<file path="config.mk">
export PLATFORM = sky130hd
export DESIGN_NAME = dslot_next_pc
export DESIGN_NICKNAME = d
export VERILOG_FILES = /design/src/rtl/dslot_next_pc.sv
export SDC_FILE = /design/constraint.sdc
export NUM_CORES = 1
export LEC_CHECK = 0
export ABC_AREA = 1
export ABC_CLOCK_PERIOD_IN_PS = 3900
export CAP_MARGIN = 5
export CORE_ASPECT_RATIO = 1.2
export CORE_MARGIN = 2
export CORE_UTILIZATION = 30
export DETAILED_ROUTE_END_ITERATION = 7
export HOLD_SLACK_MARGIN = 0.15
export SLEW_MARGIN = 20
export SYNTH_ARGS = -nofsm -noshare
export SYNTH_HDL_FRONTEND = slang
export SYNTH_SLANG_ARGS = --single-unit
</file>
<file path="constraint.sdc">
create_clock -name clk -period 3.9 [get_ports clk]
set_input_delay 1.17 -clock clk [delete_from_list [all_inputs] [get_ports clk]]
set_output_delay 1.17 -clock clk [all_outputs]
set_load 0.03 [all_outputs]
</file>
<file path="src/rtl/dslot_next_pc.sv">
module dslot_next_pc #(
  parameter int AW       = 32,
  parameter int RIDX_W   = 5,
  parameter int DISP_W   = 16,
  parameter int JF_W     = 26,
  parameter int OP_W     = 4,
  parameter int LINK_REG = 31
) (
  input  logic              clk,
  input  logic              rst_n,
  input  logic              stall,
  input  logic              valid,
  input  logic [OP_W-1:0]   xfer_op,
  input  logic [AW-1:0]     pc,
  input  logic [AW-1:0]     rs_val,
  input  logic [AW-1:0]     rt_val,
  input  logic [DISP_W-1:0] br_disp,
  input  logic [JF_W-1:0]   jmp_field,
  output logic [AW-1:0]     next_pc,
  output logic              taken,
  output logic              link_we,
  output logic [AW-1:0]     link_val,
  output logic [RIDX_W-1:0] link_idx
);

  localparam int REGION_W = AW - JF_W - 2;

  localparam logic [OP_W-1:0] OP_BEQ    = OP_W'(1);
  localparam logic [OP_W-1:0] OP_BNE    = OP_W'(2);
  localparam logic [OP_W-1:0] OP_BLEZ   = OP_W'(3);
  localparam logic [OP_W-1:0] OP_BGTZ   = OP_W'(4);
  localparam logic [OP_W-1:0] OP_BLTZ   = OP_W'(5);
  localparam logic [OP_W-1:0] OP_BGEZ   = OP_W'(6);
  localparam logic [OP_W-1:0] OP_BLTZL  = OP_W'(7);
  localparam logic [OP_W-1:0] OP_BGEZL  = OP_W'(8);
  localparam logic [OP_W-1:0] OP_JMP    = OP_W'(9);
  localparam logic [OP_W-1:0] OP_JMPL   = OP_W'(10);
  localparam logic [OP_W-1:0] OP_JREG   = OP_W'(11);

  logic          pend_vld;
  logic [AW-1:0] pend_tgt;

  logic [AW-1:0] seq_pc;
  logic [AW-1:0] br_tgt;
  logic [AW-1:0] jmp_tgt;
  logic [AW-1:0] disp_ext;
  logic          rs_neg, rs_zero, regs_eq;
  logic          cond;
  logic          links;
  logic [AW-1:0] xfer_tgt;
  logic          accept;

  assign seq_pc   = pc + AW'(4);
  assign disp_ext = {{(AW-DISP_W-2){br_disp[DISP_W-1]}}, br_disp, 2'b00};
  assign br_tgt   = seq_pc + disp_ext;
  assign jmp_tgt  = {seq_pc[AW-1 -: REGION_W], jmp_field, 2'b00};

  assign rs_neg   = rs_val[AW-1];
  assign rs_zero  = (rs_val == '0);
  assign regs_eq  = (rs_val == rt_val);

  always_comb begin
    cond     = 1'b0;
    links    = 1'b0;
    xfer_tgt = br_tgt;
    unique case (xfer_op)
      OP_BEQ:   cond = regs_eq;
      OP_BNE:   cond = !regs_eq;
      OP_BLEZ:  cond = rs_neg || rs_zero;
      OP_BGTZ:  cond = !rs_neg && !rs_zero;
      OP_BLTZ:  cond = rs_neg;
      OP_BGEZ:  cond = !rs_neg;
      OP_BLTZL: begin cond = rs_neg;  links = 1'b1; end
      OP_BGEZL: begin cond = !rs_neg; links = 1'b1; end
      OP_JMP:   begin cond = 1'b1; xfer_tgt = jmp_tgt; end
      OP_JMPL:  begin cond = 1'b1; links = 1'b1; xfer_tgt = jmp_tgt; end
      OP_JREG:  begin cond = 1'b1; xfer_tgt = rs_val; end
      default:  cond = 1'b0;
    endcase
  end

  assign accept   = valid && !stall;
  assign taken    = valid && !pend_vld && cond;
  assign link_we  = valid && !pend_vld && links;
  assign link_val = pc + AW'(8);
  assign link_idx = RIDX_W'(LINK_REG);
  assign next_pc  = pend_vld ? pend_tgt : seq_pc;

  always_ff @(posedge clk or negedge rst_n) begin
    if (!rst_n) begin
      pend_vld <= 1'b0;
      pend_tgt <= '0;
    end else if (accept) begin
      if (pend_vld) begin
        pend_vld <= 1'b0;
      end else if (cond) begin
        pend_vld <= 1'b1;
        pend_tgt <= xfer_tgt;
      end
    end
  end

  AST_TAKEN_SLOT_FETCH: assert property (@(posedge clk) disable iff (!rst_n)
    taken |-> next_pc == pc + AW'(4));

  AST_SLOT_SUPPRESS: assert property (@(posedge clk) disable iff (!rst_n)
    ($past(rst_n) && $past(taken) && $past(!stall)) |-> (!taken && !link_we));

  AST_LINK_ADDR: assert property (@(posedge clk) disable iff (!rst_n)
    link_we |-> (link_val == pc + AW'(8) && link_idx == RIDX_W'(LINK_REG)));

  AST_STALL_KEEPS: assert property (@(posedge clk) disable iff (!rst_n)
    (stall || !valid) |=> ($stable(pend_vld) && $stable(pend_tgt)));

  AST_NOXFER_SEQ: assert property (@(posedge clk) disable iff (!rst_n)
    (valid && (xfer_op == '0) && !pend_vld) |-> (!taken && !link_we));

endmodule

</file>
==> impl_metrics.csv, run 1 <==
group,metric,value,unit
run_status,status,"finished with violations",
run_status,violations,"negative setup slack",
synth,synth_edf_count,0,
floorplan,die_y,164,µm
final_layout,ff_latch_area,826,µm²
grt,grt_pass1_vias,9224,
clocking,clock_latency,0.29,ns
routing,wire_per_inst,16.5,µm
timing,finalSetupViolations,1,
worst_setup_path,path_cells,"clkdlybuf4s15_2 -> nand2_2 -> nor4_2 -> nand4_1 -> xor2_4 -> o21ai_2 -> buf_4 -> o21ai_4 -> buf_12",
routing,drt-pass1-iter-count,5,
routing,postRouteAntennaNets,0,
grt,grt_util_met3,0.0448,
final_layout,areaGrowthSynthToFinish,82.6,%
final_layout,drive_above_1_share,0.375,
worst_setup_path,endpoint_kind,"primary output",
grt,use_met1,0.305,
worst_setup_path,cpMaxStageDelayCell,"nor4_2",
timing,fmax,0.255,GHz
timing,skew,0.0120,ns
timing,fin_crit_sh,1.01,
synth,synth_top_area_frac,0.284,
timing,setup_ws,-0.0202,ns
grt,grt_busiest_layer,"met2",
routing,drt_iter0_markers,536,
synth,synth_area_leaders,"nand2_1, dfrtp_1, inv_1",
floorplan,num_rows,58,
routing,drcViolationCount,0,
grt,grt_overflow_total,0,
placed_design,dpl.hpwl,26300,µm
worst_setup_path,critical_path.top_delay_family,"simple AND/OR/NAND/NOR gates",
floorplan,start_util,0.306,
synth,ys_seq_area_frac,0.129,
synth,yosysWarnings,0,
timing,period_needed,3.92,ns
final_layout,fillCellCount,2082,
worst_setup_path,arrival,2.75,ns
final_layout,nets,1837,
worst_hold_path,hold_end,"pend_tgt[6]",
synth,syn_area,6410,µm²
floorplan,pin_count,217,
placed_design,preCtsSetupSlack,-0.789,ns
synth,synthCells,1184,
clocking,numCtsBuffers,5,
clocking,cts-root-buf,"clkbuf_16",
grt,antenna_found_initial,0,
worst_hold_path,min_path_cells,2,
synth,avgSynthCellArea,5.42,µm²
worst_hold_path,hp-class,"reg -> reg",
timing,slew_violations,0,
synth,synthTopCellsByCount,"nand2_1, inv_1, nor2_1",
worst_setup_path,worstPathMaxFanout,3,
worst_setup_path,worstReg2RegStart,"pend_vld",
timing,tightestPinTransition,0.786,ns
worst_setup_path,path_buf_inv,3,
clocking,cts_tree,"yes",
worst_setup_path,max_stage_delay,0.30,ns
routing,via_per_inst,4.82,
routing,finalWirelength,31900,µm
floorplan,die_w,137,µm
clocking,clk_pin_slew,0.06,ns
final_layout,diodes,0,
floorplan,coreArea,21000,µm²
clocking,cts_buffer_depth,2,
worst_hold_path,hold_path.startpoint,"pend_tgt[6]",
worst_setup_path,crit_path_start,"pc[13]",
synth,ys_ff_latch,33,
placed_design,place.gp.congestion,0.959,
final_layout,multi_input_area,5700,µm²
floorplan,dieArea,22600,µm²
worst_setup_path,regToRegSetupSlack,1.96,ns
clocking,clkSinkCount,33,
power_and_ir_drop,vdd_drop_max,0.154,mV
power_and_ir_drop,powerDensity,234,nW/µm²
grt,grt_pass1_wl,47300,µm
job,maxCapViolCount,0,
timing,slew_headroom,0.475,
timing,hold_viol_final,0,
grt,grt_max_degree,34,
power_and_ir_drop,p_leak,0.00612,µW
grt,grtUsageTotal,0.273,
synth,yosysUniqueCellTypes,40,
worst_setup_path,r2r_cells,6,
timing,rsz0062_at_grt,"true",
synth,yosysTopAreaCell,"nand2_1",
placed_design,portBuffers,211,
clocking,cts.htree.levels,2,
synth,synth_most_common_cell,"nand2_1",
worst_setup_path,reg2reg_to,"pend_tgt[17]",
synth,synthArstFlopShare,1.00,
routing,vias,9286,
worst_setup_path,start_kind,"primary input",
grt,met2_usage,0.500,
final_layout,final_core_util,0.558,
worst_setup_path,critical_path_class,"in -> out",
synth,synth-main-ff-cell,"dfrtp_1",
worst_setup_path,worstPathRequired,2.73,ns
[state kept, by name (all words and copies together) (netlist names)]
signal and cells:
pend_tgt 32, pend_vld 1
[worst reg2reg max path, stage by stage (launching register included)]
cell and delay (ns):
dfrtp_1 0.66, nor2_1 0.28, inv_1 0.13, a21oi_4 0.25, buf_4 0.31, nand3_1 0.16
nand2_1 0.08
[logic make-up (layout without fill, tap and decap cells)]
family / Yosys count / after routing / synth area share
DFF: 33 / 33 / 0.129
other: 1 / 5 / 0.000585
xor gates and xnor gates: 72 / 72 / 0.0983
buffers and inverters: 187 / 657 / 0.120
adders and majority gates: 34 / 34 / 0.0675
AOI/OAI and AO/OA: 88 / 88 / 0.0811
and+or+nand+nor: 769 / 769 / 0.503
[where the power goes]
group          internal, µW  switching, µW  leakage (µW)
Clock                   237            174     0.0000621
Sequential              450           75.1      0.000421
Combinational           802           1000       0.00564
Total                  1490           1250       0.00612
[layout by cell type, fill, tap and decap left out, types with 20 or more instances in the layout]
master,n
inv_1,137
nand3_1,85
dfrtp_1,33
nand2_2,44
clkdlybuf4s50_1,55
nand2_1,442
nand4_1,29
xor2_1,30
xnor2_1,22
clkbuf_2,37
nor2_1,61
ha_1,22
buf_6,23
buf_4,303
nor2_4,20
nor2_2,35
[how the worst max path moves through the flow]
stage	to	depth (start not counted)
2_1_floorplan	next_pc[25]	9
3_3_place_gp	next_pc[17]	14
3_5_place_dp	next_pc[17]	14
4_1_cts	taken	11
5_1_grt	next_pc[30]	14
6_report	next_pc[25]	9
[layout make-up]
cell class	count	share of cell area
tap	270	0.0288
timing repair buffer	494	0.352
inverter	155	0.0499
clock inverter	3	0.00192
clock buffer	5	0.0107
sequential	33	0.0705
multi-input combinational	968	0.487
[through the flow]
step | instance area, µm² | std cells | setup TNS (ns) | hold WS [ns] | total power (µW)
detailed placement | 10700 | 1884 | -36.25 | 0.459 | 2220
CTS | 11300 | 1919 | 0 | 0.474 | 2660
global route | 11700 | 1928 | -0.602 | 0.489 | 2910
floorplan | 6530 | 1188 | -0.000527 | 0.442 | 1340
global placement | 10700 | 1884 | -35.52 | 0.453 | 2210
finish | 11700 | 1928 | -0.0202 | 0.473 | 2740
[what timing repair did]
item / CTS / global route
resized for setup: 278 / 223
hold buffers: 0 / 0
pin swaps: 99 / 113
endpoints found under the setup margin: 80 / 53
setup buffers: 28 / 9
[metal layers]
layer | vias up | wire length [µm]
met4 | 0 | 1690
met5 | - | 0
met3 | 86 | 1930
li1 | 4638 | -
met1 | 4205 | 12400
met2 | 357 | 15900
Note: power is estimated with default switching activity, not from simulation.
==> run 2, diff against run 1 <==
--- a/config.mk
+++ b/config.mk
@@ -11,6 +11,7 @@
 export CORE_ASPECT_RATIO = 1.2
 export CORE_MARGIN = 2
 export CORE_UTILIZATION = 30
+export CTS_CLUSTER_DIAMETER = 30
 export DETAILED_ROUTE_END_ITERATION = 7
 export HOLD_SLACK_MARGIN = 0.15
 export SLEW_MARGIN = 20
==> results of run 2 <==
No change in the layout: final DEF, timing and power equal those of run 1.
